File: src/rtl/clkdiv_pkg.sv
package clkdiv_pkg;

   localparam int unsigned ODD_SEL_W = 2;
   localparam int unsigned DEF_A_W   = 6;
   localparam int unsigned DEF_B_W   = 8;

   typedef enum logic [ODD_SEL_W-1:0] {
      ODD_DIV1 = 2'd0,
      ODD_DIV3 = 2'd1,
      ODD_DIV5 = 2'd2,
      ODD_DIV7 = 2'd3
   } odd_code_e;

   // last count value of the odd stage: divisor 2*c+1 counts 0..2*c
   function automatic logic [ODD_SEL_W:0] odd_last(input logic [ODD_SEL_W-1:0] code);
      return {code, 1'b0};
   endfunction

endpackage

File: src/rtl/clkdiv_odd_stage.sv
module clkdiv_odd_stage
   import clkdiv_pkg::*;
#(
   parameter int unsigned SEL_W = ODD_SEL_W
) (
   input  logic             clk_i,
   input  logic             rst_ni,
   input  logic             run_i,
   input  logic [SEL_W-1:0] sel_i,
   output logic             tick_o
);

   localparam int unsigned CNT_W = SEL_W + 1;

   if (SEL_W != ODD_SEL_W) begin : g_bad_sel
      $error("clkdiv_odd_stage: SEL_W must equal ODD_SEL_W");
   end

   logic [CNT_W-1:0] cnt_q;
   logic [CNT_W-1:0] last;

   assign last   = odd_last(sel_i);
   assign tick_o = run_i && (cnt_q == last);

   always_ff @(posedge clk_i or negedge rst_ni) begin
      if (!rst_ni) begin
         cnt_q <= '0;
      end else if (tick_o) begin
         cnt_q <= '0;
      end else if (run_i) begin
         cnt_q <= cnt_q + 1'b1;
      end
   end

endmodule

File: src/rtl/clkdiv_count_stage.sv
module clkdiv_count_stage #(
   parameter int unsigned W = 6
) (
   input  logic         clk_i,
   input  logic         rst_ni,
   input  logic         tick_i,
   input  logic [W-1:0] last_i,
   output logic         tick_o
);

   if (W < 1 || W > 16) begin : g_bad_w
      $error("clkdiv_count_stage: W out of range 1..16");
   end

   logic [W-1:0] cnt_q;

   assign tick_o = tick_i && (cnt_q == last_i);

   always_ff @(posedge clk_i or negedge rst_ni) begin
      if (!rst_ni) begin
         cnt_q <= '0;
      end else if (tick_o) begin
         cnt_q <= '0;
      end else if (tick_i) begin
         cnt_q <= cnt_q + 1'b1;
      end
   end

endmodule

File: src/rtl/clkdiv_cfg_ctrl.sv
module clkdiv_cfg_ctrl
   import clkdiv_pkg::*;
#(
   parameter int unsigned A_W = DEF_A_W,
   parameter int unsigned B_W = DEF_B_W
) (
   input  logic                 clk_i,
   input  logic                 rst_ni,
   input  logic [ODD_SEL_W-1:0] sel_i,
   input  logic [A_W-1:0]       a_i,
   input  logic [B_W-1:0]       b_i,
   input  logic                 term_i,
   output logic                 run_o,
   output logic [ODD_SEL_W-1:0] sel_o,
   output logic [A_W-1:0]       a_o,
   output logic [B_W-1:0]       b_o,
   output logic                 load_o,
   output logic                 chg_o,
   output logic                 valid_o
);

   localparam int unsigned CFG_W = ODD_SEL_W + A_W + B_W;

   logic             run_q;
   logic [CFG_W-1:0] act_q;
   logic [CFG_W-1:0] nxt;
   logic [1:0]       half_q;
   logic             valid_q;

   assign nxt    = {sel_i, a_i, b_i};
   assign load_o = !run_q || term_i;
   assign chg_o  = load_o && (nxt != act_q);
   assign run_o  = run_q;
   assign {sel_o, a_o, b_o} = act_q;
   assign valid_o = valid_q;

   always_ff @(posedge clk_i or negedge rst_ni) begin
      if (!rst_ni) begin
         run_q   <= 1'b0;
         act_q   <= '0;
         half_q  <= '0;
         valid_q <= 1'b0;
      end else begin
         run_q <= 1'b1;
         if (load_o) begin
            act_q <= nxt;
         end
         if (chg_o) begin
            half_q  <= '0;
            valid_q <= 1'b0;
         end else if (term_i) begin
            if (half_q == 2'd1) begin
               valid_q <= 1'b1;
            end
            if (half_q != 2'd2) begin
               half_q <= half_q + 2'd1;
            end
         end
      end
   end

endmodule

File: src/rtl/clkdiv_toggle_stage.sv
module clkdiv_toggle_stage (
   input  logic clk_i,
   input  logic rst_ni,
   input  logic tick_i,
   output logic clk_o
);

   logic tgl_q;

   always_ff @(posedge clk_i or negedge rst_ni) begin
      if (!rst_ni) begin
         tgl_q <= 1'b0;
      end else if (tick_i) begin
         tgl_q <= !tgl_q;
      end
   end

   assign clk_o = tgl_q;

endmodule

File: src/rtl/clkdiv_chain.sv
module clkdiv_chain
   import clkdiv_pkg::*;
#(
   parameter int unsigned A_W       = DEF_A_W,
   parameter int unsigned B_W       = DEF_B_W,
   parameter bit          BYPASS_EN = 1'b1
) (
   input  logic                 clk_i,
   input  logic                 rst_ni,
   input  logic [ODD_SEL_W-1:0] odd_sel_i,
   input  logic [A_W-1:0]       div_a_m1_i,
   input  logic [B_W-1:0]       div_b_m1_i,
   output logic                 clk_o,
   output logic                 valid_o
);

   if (A_W < 1 || A_W > 16) begin : g_bad_a
      $error("clkdiv_chain: A_W out of range");
   end
   if (B_W < 1 || B_W > 16) begin : g_bad_b
      $error("clkdiv_chain: B_W out of range");
   end

   logic                 run;
   logic [ODD_SEL_W-1:0] sel_q;
   logic [A_W-1:0]       a_q;
   logic [B_W-1:0]       b_q;
   logic                 cfg_load;
   logic                 cfg_chg;
   logic                 odd_tick;
   logic                 a_tick;
   logic                 b_tick;
   logic                 fin_tick;
   logic                 bypass;

   clkdiv_cfg_ctrl #(.A_W(A_W), .B_W(B_W)) u_cfg (
      .clk_i   (clk_i),
      .rst_ni  (rst_ni),
      .sel_i   (odd_sel_i),
      .a_i     (div_a_m1_i),
      .b_i     (div_b_m1_i),
      .term_i  (fin_tick),
      .run_o   (run),
      .sel_o   (sel_q),
      .a_o     (a_q),
      .b_o     (b_q),
      .load_o  (cfg_load),
      .chg_o   (cfg_chg),
      .valid_o (valid_o)
   );

   clkdiv_odd_stage #(.SEL_W(ODD_SEL_W)) u_odd (
      .clk_i  (clk_i),
      .rst_ni (rst_ni),
      .run_i  (run),
      .sel_i  (sel_q),
      .tick_o (odd_tick)
   );

   clkdiv_count_stage #(.W(A_W)) u_cnt_a (
      .clk_i  (clk_i),
      .rst_ni (rst_ni),
      .tick_i (odd_tick),
      .last_i (a_q),
      .tick_o (a_tick)
   );

   clkdiv_count_stage #(.W(B_W)) u_cnt_b (
      .clk_i  (clk_i),
      .rst_ni (rst_ni),
      .tick_i (a_tick),
      .last_i (b_q),
      .tick_o (b_tick)
   );

   assign bypass = (a_q == '0) && (b_q == '0);

   if (BYPASS_EN) begin : g_bypass
      assign fin_tick = bypass ? odd_tick : b_tick;
   end else begin : g_cascade
      assign fin_tick = b_tick;
   end

   clkdiv_toggle_stage u_tgl (
      .clk_i  (clk_i),
      .rst_ni (rst_ni),
      .tick_i (fin_tick),
      .clk_o  (clk_o)
   );

endmodule

File: config.mk
export PLATFORM = sky130hd
export DESIGN_NAME = clkdiv_chain
export DESIGN_NICKNAME = d
export VERILOG_FILES = /design/src/rtl/clkdiv_pkg.sv /design/src/rtl/clkdiv_odd_stage.sv /design/src/rtl/clkdiv_count_stage.sv /design/src/rtl/clkdiv_cfg_ctrl.sv /design/src/rtl/clkdiv_toggle_stage.sv /design/src/rtl/clkdiv_chain.sv
export SDC_FILE = /design/constraint.sdc
export NUM_CORES = 1
export LEC_CHECK = 0
export BUFFER_PORTS_ARGS = -buffer_cell sky130_fd_sc_hd__buf_4
export CAP_MARGIN = 15
export CORE_ASPECT_RATIO = 1.5
export CORE_MARGIN = 2
export CORE_UTILIZATION = 60
export CTS_CLUSTER_DIAMETER = 120
export DETAILED_ROUTE_END_ITERATION = 10
export HOLD_SLACK_MARGIN = 0.03
export PLACE_DENSITY = 0.8
export SYNTH_ARGS = -nofsm -noshare
export SYNTH_HDL_FRONTEND = slang
export SYNTH_SLANG_ARGS = --single-unit
File: constraint.sdc
create_clock -name clk_i -period 4.36 [get_ports clk_i]
set_input_delay 0.436 -clock clk_i [delete_from_list [all_inputs] [get_ports clk_i]]
set_output_delay 0.436 -clock clk_i [all_outputs]
set_load 0.005 [all_outputs]
; ---- After elaboration in Yosys (flattened, before gate mapping)
; Index checks and enable logic that the tools add are counted.
[op_classes]
n_reduce_logical = 18
n_addsub = 4
div_mod_pow = 0
n_mul = 0
n_shift = 0
magnitude_cmp = 0
mux = 13
bitwise_logic = 0
n_eq_ne = 6
[ops]
columns = op, count
row1 = $mux W8, 2
row2 = $ne A16 B16 Y1, 1
row3 = $mux W6, 2
row4 = $reduce_bool A2 Y1, 6
row5 = $add A8 B1 Y8 const B, 1
row6 = $eq A8 B8 Y1, 1
row7 = $logic_not A8 Y1, 1
row8 = $add A6 B1 Y6 const B, 1
row9 = $eq A6 B6 Y1, 1
row10 = $logic_not A6 Y1, 1
row11 = $mux W2, 3
row12 = $mux W3, 2
row13 = $logic_and A1 B1 Y1, 5
row14 = $mux W1, 4
row15 = $reduce_and A2 Y1, 2
row16 = $add A3 B1 Y3 const B, 1
row17 = $eq A3 B3 Y1, 1
row18 = $add A2 B1 Y2 const B, 1
row19 = $eq A2 B1 Y1 const B, 1
row20 = $logic_not A1 Y1, 2
row21 = $ne A2 B2 Y1 const B, 1
row22 = $logic_or A1 B1 Y1, 1
[word_totals]
latchBits = 0
mem_bits_ro = 0
ff_bits = 38
ramBits = 0
out_inout_bits = 2
memories = 0
wordCells = 49
in_bits = 18

; ---- Logic depth before layout (Yosys ltp)
[depth]
depth_word = 9
mapped_depth = 6
ltp_nobuf = 5

; ---- Modules after synthesis
; A second synthesis with hierarchy kept.
[unflattened]
cells_unflattened = 199
hier_area_um2 = 2132.0
[modules_own_cells]
columns = mod, cells_each, instances, seq_area_each_um2, area_per_inst_um2
row1 = clkdiv_cfg_ctrl, 74, 1, 500.5, 954.7
row2 = clkdiv_count_stage at u_cnt_b, 58, 1, 200.2, 541.8
row3 = clkdiv_count_stage at u_cnt_a, 43, 1, 150.1, 392.9
row4 = clkdiv_odd_stage, 16, 1, 75.1, 168.9
row5 = clkdiv_chain, 6, 1, 0.0, 40.0
row6 = clkdiv_toggle_stage, 2, 1, 25.0, 33.8

; ---- Worst setup path after synthesis
; Ideal clock, no wire load.
[synth_timing]
path_type = flip-flop to flip-flop
start = register u_cfg.act_q[13]
end = register u_cfg.act_q[10]
arrival_ps = 1937
synth_period_minus_slack_ps = 2062
path_stages_with_launch = 7
path_slack_ps = 2298
setup_time_ps = 125
path_buffers = 1
path_cell_list = dfrtp_1 -> xor2_1 -> nor4_4 -> nand3b_4 -> o221ai_4 -> buf_12 -> mux2_4
[synth_between]
elab_chain_len = 5
[synth_rtl]
columns = item, line
row1 = "start, declared", clkdiv_cfg_ctrl.sv:25  ; logic [CFG_W-1:0] act_q;
row2 = "start signal, assigned", clkdiv_cfg_ctrl.sv:46  ; act_q <= nxt;
row3 = $eq A6 B6 Y1, clkdiv_count_stage.sv:17  ; assign tick_o = tick_i && (cnt_q == last_i);
row4 = $logic_and A1 B1 Y1 (2 in a row), clkdiv_count_stage.sv:17
row5 = $mux W1 (*), clkdiv_chain.sv:79  ; assign fin_tick = bypass ? odd_tick : b_tick;
row6 = $logic_or A1 B1 Y1 (*), clkdiv_cfg_ctrl.sv:31  ; assign load_o = !run_q || term_i;
; Mark *: on every way between the ends. The rest lies on a longest branch, timed or not.
; A chain may end at the register's enable or synchronous reset.

; ---- Final worst setup path
[layout_timing]
start = register u_cnt_b.cnt_q[3]
end = register u_cfg.act_q[0]
[layout_between]
elab_chain_len = 4
[layout_rtl]
columns = item, line
row1 = "start, declared", clkdiv_count_stage.sv:15  ; logic [W-1:0] cnt_q;
row2 = "start signal, assigned", clkdiv_count_stage.sv:25  ; cnt_q <= cnt_q + 1'b1;
row3 = $eq A8 B8 Y1, clkdiv_count_stage.sv:17
row4 = $logic_and A1 B1 Y1, clkdiv_count_stage.sv:17
row5 = $mux W1, clkdiv_chain.sv:79
row6 = $logic_or A1 B1 Y1, clkdiv_cfg_ctrl.sv:31
; No other way between the ends.

==> run summary <==
The run gives 44 as the distinct cell type count of the synthesized netlist. In this run the count of I/O pins placed on the die edge is 20. The max-slew headroom at the worst pin came out at 52.4%. In the layout the commonest cells are dfrtp_1 (38), xor2_1 (31), buf_4 (20).

In this run the horizontal extent of the chip is 53.8 µm. The path class of the tightest hold or removal check is input port to async pin. The minimum clock period works out to 2.58 ns. After layout, the worst path uses 59.1% of the clock period.

The detailed-route via count is 1634. The logs give 2.75 ns for the signal arrival time at the worst endpoint and 4.53 ns for the data required time of the critical path. The tools report the post-placement cell count as 260.

The final weighted congestion of routability-driven global placement is 0.804, and the share of flip-flops with an asynchronous set or reset is 100%. Detailed placement finished with a half-perimeter wire length of 3560 µm. The tools report the kind of launch point of the worst setup path as a flip-flop. Clock-pin slew was measured on the worst setup and hold paths at 0.08 ns. In this run, the clock network consumes 26.6% of the power.

The cell chosen for the clock root is clkbuf_8. Post-cts repair resize count: 0. The final number of hold-violating endpoints was 0; the measured slew at the worst slew-check pin was 0.713 ns. Clock skew on the completed layout was measured at 0.0102 ns. Prior to clock tree synthesis, the placed netlist has a worst setup slack of 1.83 ns. The mean instance size in the synthesized netlist works out to 11.0 µm². The tools report the maximum buffer depth of the clock tree as 2. The run gives 22.9% as the combinational power share. The die covers 0.00424 mm². The run gives 42.6% as the sequential-to-total area share from yosys stat. Setup repair after global routing left no endpoint under its margin. By area the synthesized netlist is led by dfrtp_1 (43%), xor2_1 (12%), mux2_4 (6.0%). The tools report the first-pass GRT wire length as 7970 µm.

The total setup violations reported at the end of the flow is 0. The area share of the largest cell type after synthesis works out to 42.6%. Once layout is complete, the cells apart from fillers number 266. The run gives 203 as the gate count after technology mapping.

For this run, the total global-route usage over all layers was measured as 25.9%. The most used flip-flop cell after synthesis is dfrtp_1. Entering global routing, the biggest net connects 39 pins. The count of flip-flops with a built-in enable after synthesis was 0. Share of cells above drive strength 1: 22.9%. Compared with the post-synthesis result, the final layout area differs by 11.0%. The setup path with the least slack is of type flip-flop to flip-flop. The net switching power figure is 281 µW, and the maximum clock frequency is 388 MHz.

Net switching is 31.0% of the power. Hold repair after CTS inserted 0 buffers. For the number of global-route vias before repair, the log shows 1689. The number of DRC violations after detailed-routing iteration 0 is 43. Of all cell types, the one taking the most synthesized area is dfrtp_1.

For this configuration, the core starts out at a cell density of 61.8%. Across all setup checks in the final design, the least slack found is 1.78 ns. The run gives 0.00223 mm² as the combined area of all synthesized cells.

Max-cap violations in this run came to 0. The Yosys step of the flow raised 0 warnings. In this run the standard cell core region covers 0.00361 mm². The repair_antennas step left the layout with diodes totalling 0.

The maximum fanout count along the critical path works out to 17. CTS built an H-tree with a depth of 2. The run gives 31.1% as the met1 track demand over resource.

The tools report the post-CTS setup buffer count as 0. For this design the static power due to leakage is 1.12 nW. Number of rows in the core area: 27. Clock tree synthesis found a total of 38 sinks. Summed over all failing endpoints, the final setup total negative slack is 0 ns. The net count of the mapped netlist was 226; the initial antenna violation count was 0. Synthesis inferred 38 register bits.

The die boundary height was 78.7 µm; the remaining global-route overflow was 0. In the routed layout, each cell is associated on average with a via count of 6.14. The internal power of the cells totals 625 µW. For this run, global-route usage on met2 was measured as 43.5%. The number of detailed-routing iterations run before antenna repair is 4. The library cell used most frequently in the layout, excluding fill and tap cells, is dfrtp_1.

The run finished with clean final reports. STA classifies the critical path endpoint as a flip-flop. For met3 alone, demand over resource in global routing was 5.83%. The run gives 0 as the DRC violation count after routing.

For this design the ratio of total power to cell area is 365 mW/mm². The depth of the worst register-to-register path was 5; the count of input and output buffers was 19. For the clock latency of the later-clocked register in the worst-skew pair, the log shows 0.30 ns.

The routed design has 4830 µm of wire. The max-slew violation count came out at 0. The detail route stage leaves a number of antenna-violating nets equal to 0. The number of nets in the layout was 247. The maximum VDD drop is 0.278 mV, and the average routed wire per standard cell is 18.1 µm.

The share of total power in sequential cells is 50.4%. After global routing, the most crowded layer is met2. TritonCTS built the clock tree. Buffers inserted during clock tree synthesis total 5.
[synth_stat cells (2+ instances only)]
cell type  instances
xor2_1            31
nor2_1             5
nand4_1            3
o21ai_0           16
ha_1               5
dfrtp_1           38
a22o_1             2
nand2b_1           3
mux2_4             9
o22ai_1            2
nor4_1             7
inv_1              6
o221a_2            2
nand3_1            8
nor3_1             2
nand2_1           10
a21oi_1            8
or4_1              2
or3_1              5
clkbuf_1           4
nor4_2             2
xnor2_1            4
mux2_2             8
[critical path, stage by stage, from the launching register on]
cell and delay (ns):
dfrtp_1 0.47, xor2_1 0.18, nor4_2 0.45, nand2_2 0.29, o221ai_4 0.65, mux2_2 0.42
[state kept, by name, indices dropped and copies added, names as in the netlist]
| signal | cells |
|---|---|
| u_cfg.half_q | 2 |
| u_cfg.valid_o | 1 |
| u_cfg.run_o | 1 |
| u_cnt_a.cnt_q | 6 |
| u_tgl.clk_o | 1 |
| u_cfg.act_q | 16 |
| u_cnt_b.cnt_q | 8 |
| u_odd.cnt_q | 3 |
[power by group through the flow]
stage / Sequential, mW / Combinational [mW] / Clock, mW
finish: 0.457 / 0.208 / 0.241
global route: 0.464 / 0.237 / 0.259
CTS: 0.456 / 0.211 / 0.244
detailed placement: 0.463 / 0.208 / 0
global placement: 0.459 / 0.198 / 0
floorplan: 0.447 / 0.161 / 0
[final cells by class]
class	count	area, µm²
Tap cell	43	53.8
Clock buffer	6	82.6
Sequential cell	38	951
Fill cell	268	1130
Inverter	6	22.5
Multi-Input combinational cell	153	1220
Timing Repair Buffer	20	150
[kinds of logic after synthesis]
kind of cell               after synthesis  share of synthesized area [%]
buffers and inverters                   12                           2.80
muxes                                   18                           10.5
other                                    1                          0.168
DFF                                     38                           42.6
adders and majority gates                5                           2.80
and+or+nand+nor                         54                           15.1
xor gates and xnor gates                35                           13.7
AOI/OAI and AO/OA                       40                           12.4
[per-layer routing]
layer	up-vias	share of wire (%)
met5	-	0
met4	0	2.0
met3	12	3.9
met2	46	56
met1	799	38
li1	777	-
[path summary, 6_finish.rpt]
check	start	endpoint	slack, ns
worst min register to register	u_tgl.clk_o	u_tgl.clk_o	0.47
worst max-delay path	u_cnt_b.cnt_q[3]	u_cfg.act_q[0]	1.78
worst max register to register	u_cnt_b.cnt_q[3]	u_cfg.act_q[0]	1.78
worst min-delay path	rst_ni	u_cnt_b.cnt_q[1]	0.10
max in group asynchronous	rst_ni	u_cnt_a.cnt_q[5]	3.91
min in group clk_i	div_a_m1_i[3]	u_cfg.act_q[11]	0.38
[stage by stage]
| stage | hold WS, ns | cell area (µm²) | utilization [%] | power (mW) |
|---|---|---|---|---|
| 3_3_place_gp | 0.424 | 2400 | 66.4 | 0.658 |
| 2_1_floorplan | 0.140 | 2230 | - | 0.608 |
| 6_report | 0.102 | 2480 | 68.6 | 0.906 |
| 4_1_cts | 0.116 | 2480 | 68.6 | 0.911 |
| 5_1_grt | 0.132 | 2480 | 68.6 | 0.960 |
| 3_5_place_dp | 0.431 | 2400 | 66.4 | 0.672 |
Note: power is estimated with default switching activity, not from simulation.
